<file path="src/rtl/csp_pkg.sv">
package csp_pkg;
  typedef enum logic [1:0] {
    STS_LEVEL = 2'b00,
    STS_ERASE = 2'b01,
    STS_PROG  = 2'b10,
    STS_BOTH  = 2'b11
  } sts_mode_e;
endpackage

</file>
<file path="src/rtl/csp_cfg_decode.sv">
module csp_cfg_decode
  import csp_pkg::*;
#(
  parameter int unsigned         BYTE_W  = 8,
  parameter logic [BYTE_W-1:0]   CFG_CMD = 8'hB8
) (
  input  logic              clk,
  input  logic              rst,
  input  logic              we,
  input  logic [BYTE_W-1:0] wdata,
  output sts_mode_e         mode_q,
  output sts_mode_e         mode_d,
  output logic              cfg_wr
);
  logic armed_q;

  // the write right after the command byte is always data
  assign cfg_wr = armed_q && we;

  always_comb begin
    mode_d = mode_q;
    if (cfg_wr) mode_d = sts_mode_e'(wdata[1:0]);
  end

  always_ff @(posedge clk) begin
    if (rst) begin
      armed_q <= 1'b0;
      mode_q  <= STS_LEVEL;
    end else begin
      mode_q <= mode_d;
      if (we) armed_q <= !armed_q && (wdata == CFG_CMD);
    end
  end

  // an armed sequence is consumed by the next write
  p_arm_consumed_r1: assert property (@(posedge clk) disable iff (rst)
    (armed_q && we) |=> !armed_q);

  // mode moves only on the data write of a sequence
  p_mode_hold_r9: assert property (@(posedge clk) disable iff (rst)
    !(armed_q && we) |=> $stable(mode_q));
endmodule

</file>
<file path="src/rtl/csp_pulse_timer.sv">
module csp_pulse_timer #(
  parameter int unsigned PULSE_CYC = 25,
  localparam int unsigned CNT_W    = $clog2(PULSE_CYC + 1)
) (
  input  logic clk,
  input  logic rst,
  input  logic clear,
  input  logic load,
  output logic idle_d
);
  logic [CNT_W-1:0] cnt_q, cnt_d;

  always_comb begin
    if (clear)            cnt_d = '0;
    else if (load)        cnt_d = CNT_W'(PULSE_CYC);
    else if (cnt_q != '0) cnt_d = cnt_q - 1'b1;
    else                  cnt_d = '0;
  end

  assign idle_d = (cnt_d == '0);

  always_ff @(posedge clk) begin
    if (rst) cnt_q <= '0;
    else     cnt_q <= cnt_d;
  end

  // the count steps down by one per cycle when not reloaded
  p_count_down_r4: assert property (@(posedge clk) disable iff (rst)
    (cnt_q != '0 && !load && !clear) |=> (cnt_q == $past(cnt_q) - 1'b1));

  // a selected event restarts the full width
  p_reload_r7: assert property (@(posedge clk) disable iff (rst)
    (load && !clear) |=> (cnt_q == CNT_W'(PULSE_CYC)));
endmodule

</file>
<file path="src/rtl/cfg_status_pin.sv">
module cfg_status_pin
  import csp_pkg::*;
#(
  parameter int unsigned       CLK_MHZ  = 100,
  parameter int unsigned       PULSE_NS = 250,
  parameter logic [7:0]        CFG_CMD  = 8'hB8,
  localparam int unsigned      PULSE_CYC = (PULSE_NS * CLK_MHZ + 999) / 1000
) (
  input  logic       clk,
  input  logic       rst,
  input  logic       cmd_we,
  input  logic [7:0] cmd_byte,
  input  logic       wsm_busy,
  input  logic       erase_done,
  input  logic       prog_done,
  output logic       sts_n
);
  sts_mode_e mode_q, mode_d;
  logic      cfg_wr, evt, idle_d, sts_d;

  csp_cfg_decode #(.BYTE_W(8), .CFG_CMD(CFG_CMD)) u_dec (
    .clk(clk), .rst(rst), .we(cmd_we), .wdata(cmd_byte),
    .mode_q(mode_q), .mode_d(mode_d), .cfg_wr(cfg_wr)
  );

  // bit 0 of the mode enables erase, bit 1 enables program
  assign evt = (erase_done && mode_q[0]) || (prog_done && mode_q[1]);

  csp_pulse_timer #(.PULSE_CYC(PULSE_CYC)) u_tmr (
    .clk(clk), .rst(rst), .clear(cfg_wr), .load(evt), .idle_d(idle_d)
  );

  assign sts_d = (mode_d == STS_LEVEL) ? !wsm_busy : idle_d;

  always_ff @(posedge clk) begin
    if (rst) sts_n <= 1'b1;
    else     sts_n <= sts_d;
  end

  // level mode mirrors busy one cycle later
  p_level_follow_r3: assert property (@(posedge clk) disable iff (rst)
    (mode_q == STS_LEVEL && !cfg_wr) |=> (sts_n == !$past(wsm_busy)));

  // pulse modes rest high without a selected event
  p_rest_high_r8: assert property (@(posedge clk) disable iff (rst)
    (mode_q != STS_LEVEL && sts_n && !evt && !cfg_wr) |=> sts_n);
endmodule

</file>
<file path="config.mk">
export PLATFORM = sky130hd
export DESIGN_NAME = cfg_status_pin
export DESIGN_NICKNAME = d
export VERILOG_FILES = /design/src/rtl/csp_pkg.sv /design/src/rtl/csp_cfg_decode.sv /design/src/rtl/csp_pulse_timer.sv /design/src/rtl/cfg_status_pin.sv
export SDC_FILE = /design/constraint.sdc
export NUM_CORES = 1
export LEC_CHECK = 0
export BUFFER_PORTS_ARGS = -buffer_cell sky130_fd_sc_hd__clkbuf_2
export CORE_AREA = 5 5 50 52
export DETAILED_ROUTE_END_ITERATION = 12
export DIE_AREA = 0 0 55 57
export PLACE_DENSITY = 0.41
export SYNTH_ARGS = -nofsm -noshare
export SYNTH_HDL_FRONTEND = slang
export SYNTH_SLANG_ARGS = --single-unit
</file>
<file path="constraint.sdc">
create_clock -name clk -period 2.64 [get_ports clk]
set_clock_uncertainty 0.05 [all_clocks]
set_input_delay 0.132 -clock clk [delete_from_list [all_inputs] [get_ports clk]]
set_output_delay 0.132 -clock clk [all_outputs]
set_load 0.03 [all_outputs]
</file>
## Yosys cells after proc, flatten, opt, wreduce, memory -nomap -nowiden

Cells that the tools add are included.

- Register bits: 9
- Bits in latches: 0
- RAM bits: 0
- ROM bits: 0
- Output and inout port bits: 1
- Word-level logic and storage cells: 21
- Memories kept: 0

- $add $sub $neg: 1
- Multipliers: 0
- Divide/modulo/power cells: 0
- $lt $le $gt $ge: 0
- Equal/unequal tests: 1
- Shifts and indexed selects: 0
- Multiplexer cells: 5
- Bitwise operators: 0
- Reduce and logical (&&, ||, !) cells: 10

Operators by type and width:

| operator | number |
|---|---|
| two-way mux 5 bit | 3 |
| equality test 8 bit, second input constant | 1 |
| logical NOT 5 bit | 1 |
| nonzero test 5 bit | 1 |
| subtractor 5 x 1 -> 5 bit, second input constant | 1 |
| logical AND 1 bit | 4 |
| logical NOT 1 bit | 2 |
| logical NOT 2 bit | 1 |
| two-way mux 2 bit | 1 |
| logical OR 1 bit | 1 |
| two-way mux 1 bit | 1 |

## Depth between registers and ports, before layout

- Word-level depth: 6
- Depth in mapped cells: 6

## By module

Synthesis repeated with hierarchy kept, for this count alone.

- Cell total of the unflattened synthesis: 60
- Area, all modules: 506.7 sq um

Modules (own cells, without submodules):

| module | instances | cells an instance | area an instance (sq um) | sequential area each (sq um) |
|---|---|---|---|---|
| csp_pulse_timer | 1 | 40 | 305.3 | 100.1 |
| csp_cfg_decode | 1 | 15 | 155.1 | 60.1 |
| cfg_status_pin | 1 | 5 | 46.3 | 20.0 |

## Least setup slack after synthesis

OpenSTA, ideal clock, no wires.

- Path kind: flip-flop to flip-flop
- Start: register u_tmr.cnt_q[0]
- End: register sts_n
- Library setup time: 0.074 ns
- Arrival time: 1.413 ns
- Required time: 2.516 ns
- Setup slack: 1.103 ns
- Stages on the path, launching flop included: 7
- Buffers on the path: 0
- Clock period less this slack: 1.537 ns
- Cell sequence: dfxtp_1 > inv_1 > ha_1 > or4b_4 > a21boi_2 > nand4_1 > a31oi_1

- Longest elaborated chain between the ends: 6

Ends and longest elaborated chain:

| what | line | text |
|---|---|---|
| start: declaration | csp_pulse_timer.sv:11 | `logic [CNT_W-1:0] cnt_q, cnt_d;` |
| start signal: assignment | csp_pulse_timer.sv:24 | `else cnt_q <= cnt_d;` |
| subtractor 5 x 1 -> 5 bit / nonzero test 5 bit (equally long branches) | csp_pulse_timer.sv:16 | `else if (cnt_q != '0) cnt_d = cnt_q - 1'b1;` |
| two-way mux 5 bit * | csp_pulse_timer.sv:16 |  |
| two-way mux 5 bit * | csp_pulse_timer.sv:15 | `else if (load) cnt_d = CNT_W'(PULSE_CYC);` |
| two-way mux 5 bit * | csp_pulse_timer.sv:14 | `if (clear) cnt_d = '0;` |
| logical NOT 5 bit * | csp_pulse_timer.sv:20 | `assign idle_d = (cnt_d == '0);` |
| two-way mux 1 bit * | cfg_status_pin.sv:33 | `assign sts_d = (mode_d == STS_LEVEL) ? !wsm_busy : idle_d;` |
| end signal: assignment | cfg_status_pin.sv:37 | `else sts_n <= sts_d;` |
| end: declaration | cfg_status_pin.sv:16 | `output logic sts_n` |

Mark *: on every way between the ends. The rest lies on a longest branch, timed or not.
A chain may end at the register's enable or synchronous reset.

## Final worst setup path

Same ends and word-level chain as after synthesis.

==> run_results.csv <==
group,metric,value,unit
route,drc,0,
synth,yosys-top-cells-area,"dfxtp_1 37%, mux2i_1 6.2%, a21oi_1 5.2%",
status,status,"completed",
global_route,gr-usage-all-layers,7.88,%
synth,ys_seq_area_share,37.3,%
layout,layout-drive-gt1-share,27.8,%
floorplanning,start_util,23.4,%
critical_path,crit_cells,6,
route,drt_iter0_markers,8,
clocking,cts_tree,"done",
placement,dp_slack,0.977,ns
synth,synth.distinct_cells,22,
route,dr.pass1.iters,4,
critical_path,r2r_end,"sts_n",
synth,synth_top_area_cell,"dfxtp_1",
critical_path,slowest_stage,"or4b_4",
floorplanning,die_x,55,µm
route,via_per_inst,4.27,
global_route,grt_pass1_vias,473,
sta,finalHoldViolations,0,
clocking,ctsResizeCount,0,
sta,relSlewSlack,83.2,%
critical_path,cp_max_fo,3,
clocking,clock_path_buffers,2,
sta,fmax,590,MHz
global_route,use_met2,12.5,%
pwr,design_power_total,0.572,mW
critical_path,start_kind,"register",
sta,post-route-period-util,64.1,%
pwr,p_leak,0.275,nW
layout,nNetsFinal,89,
sta,hold_slack,0.0634,ns
floorplanning,io_pins,15,
clocking,root_buffer,"clkbuf_4",
critical_path,criticalPathCategory,"reg -> reg",
global_route,top_usage_layer,"met2",
route,routedWlPerCell,10.1,µm
route,wl,1.01,mm
clocking,post-cts-setup-buffer-count,0,
global_route,grt_max_degree,7,
clocking,clk_pin_slew,0.06,ns
route,drtAntennaViolNets,0,
critical_path,cp.required,2.78,ns
critical_path,critPathBufInv,1,
critical_path,critPathCaptureType,"register",
worst_hold_path,hold_end,"u_dec.armed_q",
global_route,grt_pass1_wl,1.83,mm
worst_hold_path,hold_path_class,"in -> reg",
global_route,grtUsageMet3,2.61,%
route,via_count,427,
critical_path,cp_data_arrival_time,1.83,ns
floorplanning,core-area,2060,µm²
clocking,numCtsBuffers,3,
clocking,holdBufCountCts,0,
synth,yosys_warnings,0,
critical_path,rr_startpoint,"u_tmr.cnt_q[0]",
pwr,p_per_area,931,nW/µm²
layout,n_antenna_cell,0,
placement,dp_hpwl,853,µm
layout,multiInputGateArea,292,µm²
critical_path,rrSetupSlack,0.95,ns
synth,synthCells,54,
synth,synth_fp_nets,70,
sta,worstMarginPinSlew,0.244,ns
sta,fin_tns_setup,0,ns
sta,drv_slew,0,
floorplanning,row_count,17,
critical_path,path_delay_family,"simple AND/OR/NAND/NOR gates",
global_route,grtUsageMet1,9.62,%
worst_hold_path,hold_path_depth,2,
critical_path,max_stage_delay,0.50,ns
sta,setup_viol,0,
clocking,worstSkewPairLatency,0.26,ns
critical_path,worstPathCellList,"inv_1 -> ha_1 -> or4b_4 -> a21boi_2 -> nand4_1 -> a31oi_1",
layout,seqCellArea,180,µm²
placement,portBuffers,14,
global_route,grt_overflow,0,
synth,synthesis.area,483,µm²
clocking,cts_htree_levels,1,
pwr,ir_drop,0.311,mV
flow_run,drv_cap,0,
critical_path,reg2reg_depth,6,
global_route,antenna_found_initial,0,
floorplanning,die_h,57,µm
synth,synth_top_cell_area_share,37.3,%
sta,worst_slack,0.946,ns
sta,min_period,1.69,ns
synth,syn_avg_cell_area,8.94,µm²
worst_hold_path,min-delay-start,"rst",
floorplanning,dieArea,3140,µm²
clocking,clock_sinks,9,
layout,final.fill_count,226,
sta,rsz0062_at_grt,"no",
synth,ys_seq_elements,9,
layout,areaGrowthSynthToFinish,27.2,%
placement,gpl.final_weighted_congestion,0.747,
## layer usage
layer  up-vias  wire length, µm
li1        230                -
met3         0               67
met5         -                0
met4         0                0
met1       185              489
met2        12              449
## cells by family (layout without fill, tap and decap cells)
family                     after synthesis  in the layout  share of synthesized area (%)
AOI/OAI and AO/OA                       10             10                           16.3
muxes                                    3              3                           6.22
DFF                                      9              9                           37.3
xor gates and xnor gates                 1              1                           1.81
buffers and inverters                    3             21                           2.33
adders and majority gates                2              2                           5.18
and+or+nand+nor                         26             26                           30.8
## synth_stat cells (all sizes together)
| cell | n |
|---|---|
| or2b | 2 |
| ha | 2 |
| nor4bb | 1 |
| nor3b | 1 |
| inv | 3 |
| nand4 | 2 |
| nor2 | 6 |
| o2111ai | 1 |
| a31oi | 2 |
| nand3b | 1 |
| nand2b | 3 |
| xor2 | 1 |
| a22oi | 1 |
| mux2i | 3 |
| nand3 | 3 |
| a21boi | 1 |
| nor2b | 1 |
| a21oi | 5 |
| dfxtp | 9 |
| nor3 | 1 |
| or4b | 1 |
| nand2 | 4 |
## worst max-delay path by stage
stage | end | from | slack, ns
final | sts_n | u_tmr.cnt_q[0] | 0.95
after global placement | sts_n | u_tmr.cnt_q[0] | 1.03
after CTS | sts_n | u_tmr.cnt_q[0] | 0.95
after floorplan | sts_n | u_tmr.cnt_q[0] | 1.10
after global routing | sts_n | u_tmr.cnt_q[0] | 0.81
after detailed placement | sts_n | u_tmr.cnt_q[0] | 0.98
## per-stage QoR
step,cells,util (%),cell area (µm²)
floorplan,54,-,483
global route,100,29.8,614
detailed placement,96,28.5,588
finish,100,29.8,614
global placement,96,28.5,588
CTS,100,29.8,614
## where the power goes
| part | internal (mW) | total, mW | switching [mW] | leakage (nW) |
|---|---|---|---|---|
| clock network | 0.0581 | 0.105 | 0.0465 | 0.0150 |
| registers | 0.171 | 0.196 | 0.0257 | 0.0738 |
| logic | 0.135 | 0.271 | 0.136 | 0.186 |
| total | 0.364 | 0.572 | 0.208 | 0.275 |
## layout make-up
cell class,instances,area share [%]
multi-input cells,42,47.5
flip-flops and latches,9,29.3
repair buffers,14,11.4
well taps,28,5.70
clock buffers,4,4.28
inverters,3,1.83
## registers in the layout, summed over array words and instances (netlist names)
signal / count
u_dec.mode_q: 2
sts_n: 1
u_dec.armed_q: 1
u_tmr.cnt_q: 5
## worst reg2reg max path, stage by stage, from the launching register on
cell,delay [ns]
dfxtp_1,0.31
inv_1,0.11
ha_1,0.20
or4b_4,0.50
a21boi_2,0.18
nand4_1,0.13
a31oi_1,0.16
## layout by cell type (no fill, tap or decap), drive strengths merged
cell type	count
nor2b	1
nor3b	1
nor2	6
or4b	1
dfxtp	9
a22oi	1
clkbuf	18
nand2b	3
xor2	1
nand3	3
nor4bb	1
or2b	2
nand2	4
a21boi	1
a31oi	2
nand3b	1
o2111ai	1
a21oi	5
mux2i	3
nor3	1
inv	3
nand4	2
ha	2
Note: power is estimated with default switching activity, not from simulation.
